$ cat config.mk
export PLATFORM = sky130hd
export DESIGN_NAME = fks_scrambler
export DESIGN_NICKNAME = d
export VERILOG_FILES = /design/src/rtl/fks_pkg.sv /design/src/rtl/fks_frame_ctl.sv /design/src/rtl/fks_keystream.sv /design/src/rtl/fks_mixer.sv /design/src/rtl/fks_scrambler.sv
export SDC_FILE = /design/constraint.sdc
export NUM_CORES = 1
export LEC_CHECK = 0
export BUFFER_PORTS_ARGS = -buffer_cell sky130_fd_sc_hd__buf_4
export CAP_MARGIN = 20
export CORE_MARGIN = 2
export CORE_UTILIZATION = 31
export CTS_BUF_LIST = sky130_fd_sc_hd__clkbuf_2
export CTS_CLUSTER_DIAMETER = 80
export DETAILED_ROUTE_END_ITERATION = 12
export PLACE_DENSITY_LB_ADDON = 0.08
export SKIP_LAST_GASP = 1
export SLEW_MARGIN = 30
export SYNTH_ARGS = -nofsm -noshare
export SYNTH_HDL_FRONTEND = slang
export SYNTH_SLANG_ARGS = --single-unit
$ cat constraint.sdc
create_clock -name clk_i -period 1.73 [get_ports clk_i]
set_input_delay 0.0865 -clock clk_i [delete_from_list [all_inputs] [get_ports clk_i]]
set_output_delay 0.0865 -clock clk_i [all_outputs]
set_load 0.01 [all_outputs]
$ cat src/rtl/fks_pkg.sv
package fks_pkg;
  // Register length follows the polynomial degree
  localparam int LFSR_W = 11;
  localparam int KEY_W  = 8;
  localparam int FILL_W = LFSR_W - KEY_W;
  // Stages feeding the new stage 0: 10, 4, 2, 1
  localparam logic [LFSR_W-1:0] TAP_MASK = 11'b100_0001_0110;

  typedef logic [LFSR_W-1:0] lfsr_t;
  typedef logic [KEY_W-1:0]  key_t;

  // One keystream step: shift up, feedback into stage 0
  function automatic lfsr_t lfsr_step(input lfsr_t s);
    return {s[LFSR_W-2:0], ^(s & TAP_MASK)};
  endfunction

  // Frame seed: ones above the key so the register never starts at zero
  function automatic lfsr_t seed_of(input key_t k);
    return {{FILL_W{1'b1}}, k};
  endfunction

  // Output bit: data XOR top stage when scrambling
  function automatic logic mix_bit(input logic d, input logic en, input lfsr_t s);
    return d ^ (en & s[LFSR_W-1]);
  endfunction
endpackage

$ cat src/rtl/fks_frame_ctl.sv
module fks_frame_ctl (
  input  logic clk_i,
  input  logic rst_ni,
  input  logic sof_i,
  input  logic scr_en_i,
  output logic frame_en_q,
  output logic eff_en
);
  // Enable seen by this cycle's bit: a new frame uses the enable it brings
  assign eff_en = sof_i ? scr_en_i : frame_en_q;

  always_ff @(posedge clk_i or negedge rst_ni) begin
    if (!rst_ni)    frame_en_q <= 1'b0;
    else if (sof_i) frame_en_q <= scr_en_i;
  end
endmodule

$ cat src/rtl/fks_keystream.sv
module fks_keystream
  import fks_pkg::*;
(
  input  logic  clk_i,
  input  logic  rst_ni,
  input  logic  load_i,
  input  key_t  key_i,
  input  logic  step_i,
  output lfsr_t state_q,
  output lfsr_t eff_state,
  output logic  ks_bit
);
  // State seen by this cycle's bit: the fresh seed on a frame start
  assign eff_state = load_i ? seed_of(key_i) : state_q;
  assign ks_bit    = eff_state[LFSR_W-1];

  always_ff @(posedge clk_i or negedge rst_ni) begin
    if (!rst_ni)     state_q <= seed_of('0);
    else if (step_i) state_q <= lfsr_step(eff_state);
    else if (load_i) state_q <= eff_state;
  end
endmodule

$ cat src/rtl/fks_mixer.sv
module fks_mixer
  import fks_pkg::*;
(
  input  logic  clk_i,
  input  logic  rst_ni,
  input  logic  bit_i,
  input  logic  bit_valid_i,
  input  logic  eff_en,
  input  lfsr_t eff_state,
  output logic  bit_o,
  output logic  bit_valid_o
);
  always_ff @(posedge clk_i or negedge rst_ni) begin
    if (!rst_ni) begin
      bit_o       <= 1'b0;
      bit_valid_o <= 1'b0;
    end else begin
      bit_valid_o <= bit_valid_i;
      if (bit_valid_i) bit_o <= mix_bit(bit_i, eff_en, eff_state);
    end
  end
endmodule

$ cat src/rtl/fks_scrambler.sv
module fks_scrambler
  import fks_pkg::*;
(
  input  logic             clk_i,
  input  logic             rst_ni,
  input  logic             sof_i,
  input  logic             scr_en_i,
  input  logic [KEY_W-1:0] key_i,
  input  logic             bit_i,
  input  logic             bit_valid_i,
  output logic             bit_o,
  output logic             bit_valid_o
);
  // Named internal events, observed by the bound checker
  logic  frame_en_w;
  logic  eff_en_w;
  logic  step_w;
  logic  ks_bit_w;
  lfsr_t state_w;
  lfsr_t eff_state_w;

  assign step_w = bit_valid_i & eff_en_w;

  fks_frame_ctl u_ctl (
    .clk_i      (clk_i),
    .rst_ni     (rst_ni),
    .sof_i      (sof_i),
    .scr_en_i   (scr_en_i),
    .frame_en_q (frame_en_w),
    .eff_en     (eff_en_w)
  );

  fks_keystream u_ks (
    .clk_i     (clk_i),
    .rst_ni    (rst_ni),
    .load_i    (sof_i),
    .key_i     (key_i),
    .step_i    (step_w),
    .state_q   (state_w),
    .eff_state (eff_state_w),
    .ks_bit    (ks_bit_w)
  );

  fks_mixer u_mix (
    .clk_i       (clk_i),
    .rst_ni      (rst_ni),
    .bit_i       (bit_i),
    .bit_valid_i (bit_valid_i),
    .eff_en      (eff_en_w),
    .eff_state   (eff_state_w),
    .bit_o       (bit_o),
    .bit_valid_o (bit_valid_o)
  );
endmodule

# --- Yosys cells after proc, flatten, opt, wreduce, memory -nomap -nowiden ---
# Cells that the tools add are included.
classes:
  mux: 4
  bitwise_logic: 3
  n_addsub: 0
  n_shift: 0
  n_reduce_logical: 2
  n_mul: 0
  magnitude_cmp: 0
  eq_ne: 0
  div_mod_pow: 0
op_table:
  columns: ["cell", "n"]
  rows:
  - ["$mux 11", 3]
  - ["$reduce_xor 11->1", 1]
  - ["$and 1x1->1", 2]
  - ["$reduce_bool 2->1", 1]
  - ["$mux 1", 1]
  - ["$xor 1x1->1", 1]
word_totals:
  input_bits: 14
  output_inout_bits: 2
  latch_bits: 0
  reg_bits: 14
  mem_bits_ro: 0
  memories: 0
  mem_bits_rw: 0
  word_cells: 13

# --- Depth between registers and ports, before layout ---
# Gate-level depths: netlist of run 1.
logic_depth:
  word_depth: 3
  ltp_mapped: 5
  ltp_nobuf: 4

# --- By module ---
# A second synthesis of run 1 with hierarchy kept.
hier_totals:
  hier_cells: 54
  hier_area_um2: 719.4
modules_own_cells:
  columns: ["module", "area_per_inst_um2", "seq_area_each_um2", "cells_per_inst", "n_inst"]
  rows:
  - ["fks_keystream", 595.6, 279.0, 45, 1]
  - ["fks_mixer", 77.6, 50.0, 6, 1]
  - ["fks_frame_ctl", 40.0, 25.0, 2, 1]
  - ["fks_scrambler", 6.3, 0.0, 1, 1]

# --- Least setup slack after synthesis of run 1 ---
# No wires, ideal clock.
synth_path:
  path_type: "reg2reg"
  start: "register u_ctl.frame_en_q"
  end: "register u_mix.bit_o"
  synth_period_minus_slack_ns: 1.127
  t_arrival_ns: 1.004
  stages_incl_launch_ff: 5
  setup_slack_ns: 0.603
  n_path_buf: 0
  cell_sequence: "dfrtp_1 > mux2_4 > o21ai_2 > xor2_1 > a21oi_1"
synth_via:
  elab_chain_len: 3
synth_lines:
  columns: ["item", "line_no", "rtl"]
  rows:
  - ["start, declared", "fks_frame_ctl.sv:6", "output logic frame_en_q,"]
  - ["start signal, assigned", "fks_frame_ctl.sv:14", "else if (sof_i) frame_en_q <= scr_en_i;"]
  - ["$mux 1", null, null]
  - ["via eff_en_w", "fks_scrambler.sv:16", "logic eff_en_w;"]
  - ["$and 1x1->1", "fks_pkg.sv:24", "return d ^ (en & s[LFSR_W-1]);"]
  - ["$xor 1x1->1", "fks_pkg.sv:24", null]
  - ["end signal, assigned", "fks_mixer.sv:19", "if (bit_valid_i) bit_o <= mix_bit(bit_i, eff_en, eff_state);"]
  - ["end, declared", "fks_mixer.sv:10", "output logic bit_o,"]
# The timed path passes the listed nets, and every way through them passes these cells.
# A chain may end at the register's enable or synchronous reset.

# --- Worst setup path after layout of run 1 ---
layout_path:
  start: "input bit_valid_i"
  end: "register u_ks.state_q[3]"
layout_via:
  elab_chain_len: 2
layout_lines:
  columns: ["item", "line_no", "rtl"]
  rows:
  - ["start, declared", "fks_scrambler.sv:10", "input logic bit_valid_i,"]
  - ["$and 1x1->1 (*)", "fks_scrambler.sv:22", "assign step_w = bit_valid_i & eff_en_w;"]
  - ["$mux 11 / $reduce_bool 2->1 (equally long branches)", null, null]
  - ["end signal, assigned", "fks_keystream.sv:18", "if (!rst_ni) state_q <= seed_of('0);"]
  - ["end signal, assigned", "fks_keystream.sv:19", "else if (step_i) state_q <= lfsr_step(eff_state);"]
  - ["end signal, assigned", "fks_keystream.sv:20", "else if (load_i) state_q <= eff_state;"]
  - ["end, declared", "fks_keystream.sv:9", "output lfsr_t state_q,"]
# Mark *: on every way between the ends. The rest lies on a longest branch, timed or not.

==> impl_summary.log, run 1 <==
[metrics] result of the run: completed
[metrics] netlist area before placement: 774 um^2
[metrics] final RePlAce weighted congestion: 0.644
[metrics] library cells used by synthesis: 23
[metrics] number of antenna violations at the first check in global routing: 0
[metrics] number of warnings issued by yosys: 0
[metrics] Avg Synthesized Cell Area: 9.33 um^2
[metrics] clock-pin slew of the registers on the worst-case setup and hold paths: 0.15 ns
[metrics] overall routed net length: 1.68 mm
[metrics] endpoint kind of the worst setup timing path: flop
[metrics] period utilization: 0.714
[metrics] grt ovf: 0
[metrics] Layout area overhead: 20.4%
[metrics] measured slew at the worst slew-check pin: 0.282 ns
[metrics] # Max-Cap Violations: 0
[metrics] Detailed Routing Iterations Pass 1: 4
[metrics] power density normalized to cell area: 799 nW/um^2
[metrics] total number of H-tree levels: 1
[metrics] element type at the critical path start: input port
[metrics] maximum clock frequency: 809 MHz
[metrics] number of register bits inferred by synthesis: 14
[metrics] count of flip-flops with a built-in enable after synthesis: 0
[metrics] Hold Vio Cnt, Final: 0
[metrics] Slew HR: 0.812
[metrics] number of pins with negative max-slew slack in the final report: 0
[metrics] average detailed-routed wire length per instance: 13.0 um
[metrics] pin count of the biggest net entering global routing: 25
[metrics] final-report setup violation count: 0
[metrics] time the final worst path needs with I/O delays and setup: 1.24 ns
[metrics] Fill cells: 256
[metrics] worst-skew pair later-pin latency: 0.28 ns
[metrics] leakage power of the design: 0.433 nW
[metrics] global routing met3 resource utilization: 0.0278
[metrics] met2 routing resource usage after global routing: 0.197
[metrics] core area: 2430 um^2
[metrics] floorplan die area: 2910 um^2
[metrics] combined flip-flop and latch cell area: 354 um^2
[metrics] Antenna Cells: 0
[metrics] most utilized layer in the global route result: met2
[metrics] layout cell share with drive strength beyond 1: 0.263
[metrics] Yosys top cell area share: 0.355
[metrics] Crit Path Class: in2reg
[metrics] worst endpoint required time: 1.91 ns
[metrics] count of routing violations after the opening detailed-route iteration: 11
[metrics] Async SR Flop Fraction: 1.00
[metrics] Initial Util: 0.318
[metrics] unrepaired setup endpoints after global routing: no
[metrics] CTS tree: built
[metrics] commonest cells after routing, fill and taps aside: nand2_1 (20), buf_4 (15), dfrtp_1 (11)
[metrics] Cells after Synth: 83
[metrics] Syn Nets: 97
[metrics] io pins: 16
[metrics] vias per std cell: 5.08
[metrics] Horiz. Die Dim: 54.0 um
[metrics] PortBufs: 15
[metrics] GR Util met1: 0.179
[metrics] post-cts repair resize count: 0
[metrics] post-synthesis sequential area ratio: 0.457
[metrics] count of antenna-violating nets left after detailed routing: 0
[metrics] multi-input combinational cell area: 388 um^2
[metrics] class of the tightest hold or removal check: in2reg
[metrics] number of buffers added by the clock tree synthesis step: 3
[metrics] Total Power: 0.744 mW
[metrics] sum of net half-perimeters after detailed placement: 1.14 mm
[metrics] total global-route track usage: 0.133
[metrics] DRC viols: 0
[metrics] maximum buffer depth of the clock tree: 2
[metrics] cell chosen for the clock root: clkbuf_2
[metrics] hold depth: 3
[metrics] count of cells along the worst register-to-register path: 4
[metrics] Sum Neg Setup Slack: 0 ns
[metrics] maximum vdd ir drop: 332 uV
[metrics] WP data arrival: 1.41 ns
[metrics] row cnt: 18
[metrics] first-pass GRT wire length: 2.69 mm
[metrics] Die Height: 54.0 um
[metrics] count of nets after finishing: 114
[metrics] Clock Sink Count: 14
[metrics] Clock Skews: 0.0172 ns
[metrics] most used flip-flop cell after synthesis: dfrtp_1
[metrics] largest fanout on the critical path: 17
[metrics] cell type contributing the most total cell area after synthesis: dfrtp_1
[metrics] total number of vias: 655
[metrics] leading cell types by total area after synthesis: dfrtp_1 (36%), dfstp_2 (10%), nand2_1 (9.7%)
[metrics] most common library cell in the layout ignoring fill and taps: nand2_1
[metrics] number of global-route vias before repair: 597
-- repair_timing --
item / 4_1_cts / 5_1_grt
setup endpoints to repair: 0 / 0
hold endpoints to repair: 15 / 0
setup buffers: 0 / 0
hold buffers: 2 / 0
-- worst max-delay path, cell delays in order --
cell	delay, ns
dlygate4sd3_1	0.53
buf_4	0.20
nand2_1	0.21
a211oi_1	0.32
a31oi_1	0.07
-- metal layers --
| metal | routed length [um] | up-vias |
|---|---|---|
| met3 | 76 | 2 |
| met2 | 730 | 15 |
| met5 | 0 | - |
| met1 | 849 | 306 |
| li1 | - | 332 |
| met4 | 19 | 0 |
-- final cells by class --
class / count / share of cell area
multi-input cells: 64 / 0.416
repair buffers: 17 / 0.142
clock buffers: 4 / 0.0215
well taps: 30 / 0.0403
flip-flops and latches: 14 / 0.380
-- where the power goes --
group	internal, mW	switching (mW)	leakage [nW]
clock	0.0613	0.110	0.0166
sequential	0.371	0.0276	0.158
combinational	0.0873	0.0872	0.258
-- cell families after synthesis --
| logic type | after synthesis | share of synthesized area |
|---|---|---|
| compound gates | 20 | 0.171 |
| xor+xnor | 5 | 0.0565 |
| flops | 14 | 0.457 |
| simple gates | 36 | 0.226 |
| mux | 3 | 0.0468 |
| buf+inv | 5 | 0.0420 |
-- flip-flops by register name, summed over array words and instances, names as in the netlist --
| register | flops |
|---|---|
| u_ks.state_q | 11 |
| u_mix.bit_o | 1 |
| u_mix.bit_valid_o | 1 |
| u_ctl.frame_en_q | 1 |
-- cell usage after synthesis, types with 3 or more instances --
library cell / count
xor2_1: 4
dfrtp_1: 11
and3_1: 8
nand2_1: 20
a211oi_1: 8
a31oi_1: 7
dfstp_2: 3
-- final timing paths --
kind                                        from               to  slack, ns
worst min register to register   u_ks.state_q[9]  u_ks.state_q[9]       0.51
worst min-delay path                    key_i[7]  u_ks.state_q[7]       0.06
worst max-delay path                 bit_valid_i  u_ks.state_q[3]       0.49
min in group asynchronous                 rst_ni  u_ks.state_q[2]       0.17
worst max register to register  u_ctl.frame_en_q      u_mix.bit_o       0.51
max in group asynchronous                 rst_ni  u_ks.state_q[8]       1.30
-- stage by stage --
step	util	hold slack, ns	std cells	worst slack (ns)	instance area, um^2
after floorplan	-	-0.209	83	0.603	774
after global placement	0.367	-0.0523	123	0.532	892
after detailed placement	0.367	-0.0499	123	0.528	892
after CTS	0.383	0.0426	129	0.503	932
after global routing	0.383	0.0303	129	0.372	932
final	0.383	0.0555	129	0.494	932
Power figures use the tool's default switching activity.
==> run 2: changes to the inputs <==
- ABC_AREA: unset -> 1
- clock period: 1.73 -> 1.22 ns (I/O delays scaled with it)
==> run 2 against run 1 <==
Net effect: global-route usage up 0.52 points; die area down 0.91%; largest power group unchanged; core utilization up 1.4 points; sequential share of layout area down 1.0 points; count of clock-buffer cells in the layout unchanged.
==> impl_summary.log, run 2 <==
[metrics] # Max-Cap Violations: 0 (unchanged)
[metrics] startpoint of the worst register-to-register path: u_ks.state_q[10]
[metrics] Slew HR: 0.824 (+0.0121)
[metrics] grt ovf: 0 (unchanged)
[metrics] PortBufs: 15 (unchanged)
[metrics] count of routing violations after the opening detailed-route iteration: 16 (+5)
[metrics] netlist area before placement: 767 um^2 (-0.97%)
[metrics] Post-Layout Cell Count: 161 (+25%)
[metrics] proportion of power drawn by combinational gates: 0.245 (+0.011)
[metrics] total global-route track usage: 0.138 (+0.00516)
[metrics] switching power summed over all nets: 0.313 mW (+39%)
[metrics] register share of total power: 0.525 (-0.011)
[metrics] Initial Util: 0.318 (about the same)
[metrics] Layout area overhead: 25.0%
[metrics] first-pass GRT wire length: 2.82 mm (+4.9%)
[metrics] Antenna Cells: 0 (unchanged)
[metrics] clock-pin slew of the registers on the worst-case setup and hold paths: 0.14 ns (about the same)
[metrics] vias per std cell: 4.29 (-16%)
[metrics] max FFs per register: 11 (unchanged)
[metrics] min-delay src: scr_en_i
[metrics] # placed instances: 155 (+26%)
[metrics] portion of total power attributed to the clock network: 0.230 (about the same)
[metrics] worst-case hold slack: 0.0795 ns (+0.0240 ns)
[metrics] io pins: 16 (unchanged)
[metrics] endpoint kind of the worst setup timing path: flop
[metrics] library cells used by synthesis: 14 (-39%)
[metrics] element type at the critical path start: flop
[metrics] leakage power of the design: 0.531 nW (+23%)
[metrics] count of flip-flops with a built-in enable after synthesis: 0 (unchanged)
[metrics] DRC viols: 0 (unchanged)
[metrics] overall routed net length: 1.63 mm (-2.9%)
[metrics] most common library cell in the layout ignoring fill and taps: nand2_1
[metrics] power density normalized to cell area: 1080 nW/um^2 (+35%)
[metrics] period utilization: 0.893
[metrics] row cnt: 18 (unchanged)
[metrics] maximum vdd ir drop: 531 uV (+60%)
[metrics] Async SR Flop Fraction: 1.00 (unchanged)
[metrics] register bank with the most flops: u_ks.state_q
[metrics] cell type contributing the most total cell area after synthesis: dfrtp_1
[metrics] Die Height: 53.7 um (-0.45%)
[metrics] Setup WS post-layout: 0.130 ns (-0.364 ns)
[metrics] post-route design area: 958 um^2 (+2.8%)
[metrics] pin count of the biggest net entering global routing: 15 (-40%)
[metrics] Yosys top cell area share: 0.359 (+0.00348)
[metrics] Detailed Routing Iterations Pass 1: 4 (unchanged)
[metrics] setup slack at placement: 0.0826 ns (-0.445 ns)
[metrics] number of buffers added by the clock tree synthesis step: 3 (unchanged)
[metrics] most used flip-flop cell after synthesis: dfrtp_1
[metrics] worst endpoint required time: 1.41 ns (-0.50 ns)
[metrics] layout cell share with drive strength beyond 1: 0.237 (-0.0260)
[metrics] number of global-route vias before repair: 641 (+7.4%)
[metrics] time the final worst path needs with I/O delays and setup: 1.09 ns
[metrics] Syn Nets: 124 (+28%)
[metrics] Crit Path Class: reg2reg
[metrics] cell chosen for the clock root: clkbuf_2
[metrics] most frequently used cell type in the post-synthesis netlist: nand2_1
[metrics] class of the tightest hold or removal check: in2reg
[metrics] Fill cells: 280 (+9.4%)
[metrics] Cells after Synth: 110 (+33%)
[metrics] leading cell types by total area after synthesis: dfrtp_1 (36%), nand2_1 (29%), dfstp_2 (10%)
[metrics] internal power summed over all cells: 0.720 mW (+38%)
[metrics] measured slew at the worst slew-check pin: 0.263 ns (-0.0192 ns)
[metrics] switching power as a share of total power: 0.303 (+0.00158)
[metrics] R2R Setup Slk: 0.13 ns (-0.38 ns)
[metrics] CTS tree: built
[metrics] most instantiated cells after synthesis: nand2_1 (60), dfrtp_1 (11), inv_1 (10)
[metrics] commonest cells after routing, fill and taps aside: nand2_1 (60), buf_4 (19), dfrtp_1 (11)
[metrics] unrepaired setup endpoints after global routing: no
[metrics] maximum buffer depth of the clock tree: 2 (unchanged)
[metrics] total number of vias: 690 (+5.3%)
[metrics] placed cell areas: 916 um^2 (+2.7%)
[metrics] maximum clock frequency: 918 MHz
[metrics] largest fanout on the critical path: 4 (-13)
[metrics] floorplan die area: 2890 um^2 (-0.91%)
[metrics] combined flip-flop and latch cell area: 354 um^2 (unchanged)
[metrics] sum of net half-perimeters after detailed placement: 1.21 mm (+6.0%)
[metrics] number of pins with negative max-slew slack in the final report: 0 (unchanged)
[metrics] result of the run: completed
[metrics] Horiz. Die Dim: 53.7 um (-0.45%)
[metrics] post-synthesis sequential area ratio: 0.462 (+0.00447)
[metrics] number of antenna violations at the first check in global routing: 0 (unchanged)
[metrics] WP data arrival: 1.28 ns (-0.13 ns)
[metrics] multi-input combinational cell area: 337 um^2 (-13%)
[metrics] number of register bits inferred by synthesis: 14 (unchanged)
[metrics] count of nets after finishing: 146 (+28%)
[metrics] Total Power: 1.03 mW (+39%)
[metrics] beginning of the critical path: u_ks.state_q[10]
[metrics] total number of H-tree levels: 1 (unchanged)
[metrics] Avg Synthesized Cell Area: 6.97 um^2 (-25%)
[metrics] worst-skew pair later-pin latency: 0.27 ns (about the same)
[metrics] Hold Vio Cnt, Final: 0 (unchanged)
[metrics] Clock Sink Count: 14 (unchanged)
[metrics] core area: 2410 um^2 (-0.93%)
[metrics] count of antenna-violating nets left after detailed routing: 0 (unchanged)
[metrics] final-report setup violation count: 0 (unchanged)
[metrics] utilization after layout: 0.398 (+0.0145)
[metrics] final RePlAce weighted congestion: 0.745 (+16%)
[metrics] Clock Skews: 0.00732 ns (-0.00991 ns)
[metrics] Sum Neg Setup Slack: 0 ns (unchanged)
[metrics] average detailed-routed wire length per instance: 10.1 um (-22%)
[metrics] number of warnings issued by yosys: 0 (unchanged)
[run 2: changes by cell type in the layout (fill, tap and decap cells not counted), moves of 3 or more]
cell      previous run  this run
a211oi_1             8         0
a31oi_1              7         0
and3_1               8         0
buf_4               15        19
inv_1                0        10
nand2_1             20        60
nand3_1              2         5
o21ai_1              0         8
xor2_1               4         0
[run 2: critical path, cell delays in order (launching register included)]
cell and delay [ns]:
dfstp_2 0.54, nor2_1 0.07, inv_1 0.11, nand3_1 0.07, nand2_1 0.06, nand2_1 0.05, nand3_1 0.06, nand2_1 0.05
[run 2: power groups by stage]
stage	Sequential [mW]	Combinational (mW)	Clock, mW
after floorplan	0.552	0.160	0
after global placement	0.552	0.250	0
after detailed placement	0.552	0.252	0
after CTS	0.543	0.258	0.251
after global routing	0.549	0.294	0.273
final	0.542	0.253	0.237
[run 2: routing by layer]
metal,up-vias,GRT usage,share of wire
met5,-,0,0
met4,0,0.0641,0.0061
met3,2,0.0250,0.039
met2,12,0.197,0.45
met1,299,0.201,0.51
li1,377,-,-
[run 2: layout make-up]
cell class,instances,share of cell area
Timing Repair Buffer,21,0.170
Inverter,12,0.0496
Tap cell,30,0.0392
Sequential cell,14,0.369
Clock buffer,4,0.0209
Multi-Input combinational cell,80,0.351
[run 2: timing repair]
item	4_1_cts	5_1_grt
buffers inserted	0	0
endpoints found under the hold margin	16	0
endpoints found under the setup margin	0	1
gates resized for setup	0	1
hold buffers	2	0
[run 2: logic make-up after synthesis]
family,Yosys count,synth area share
AND/OR/NAND/NOR,69,0.352
AO/OA/AOI/OAI,11,0.0865
buffers and inverters,16,0.0995
flip-flops,14,0.462
[run 2: final timing paths]
path | to | cells past startpoint
worst min-delay path | u_ctl.frame_en_q | 3
max in group asynchronous | u_ks.state_q[9] | 2
worst max register to register | u_ks.state_q[0] | 7
min in group asynchronous | u_ks.state_q[7] | 2
worst max-delay path | u_ks.state_q[0] | 7
worst min register to register | u_ctl.frame_en_q | 2
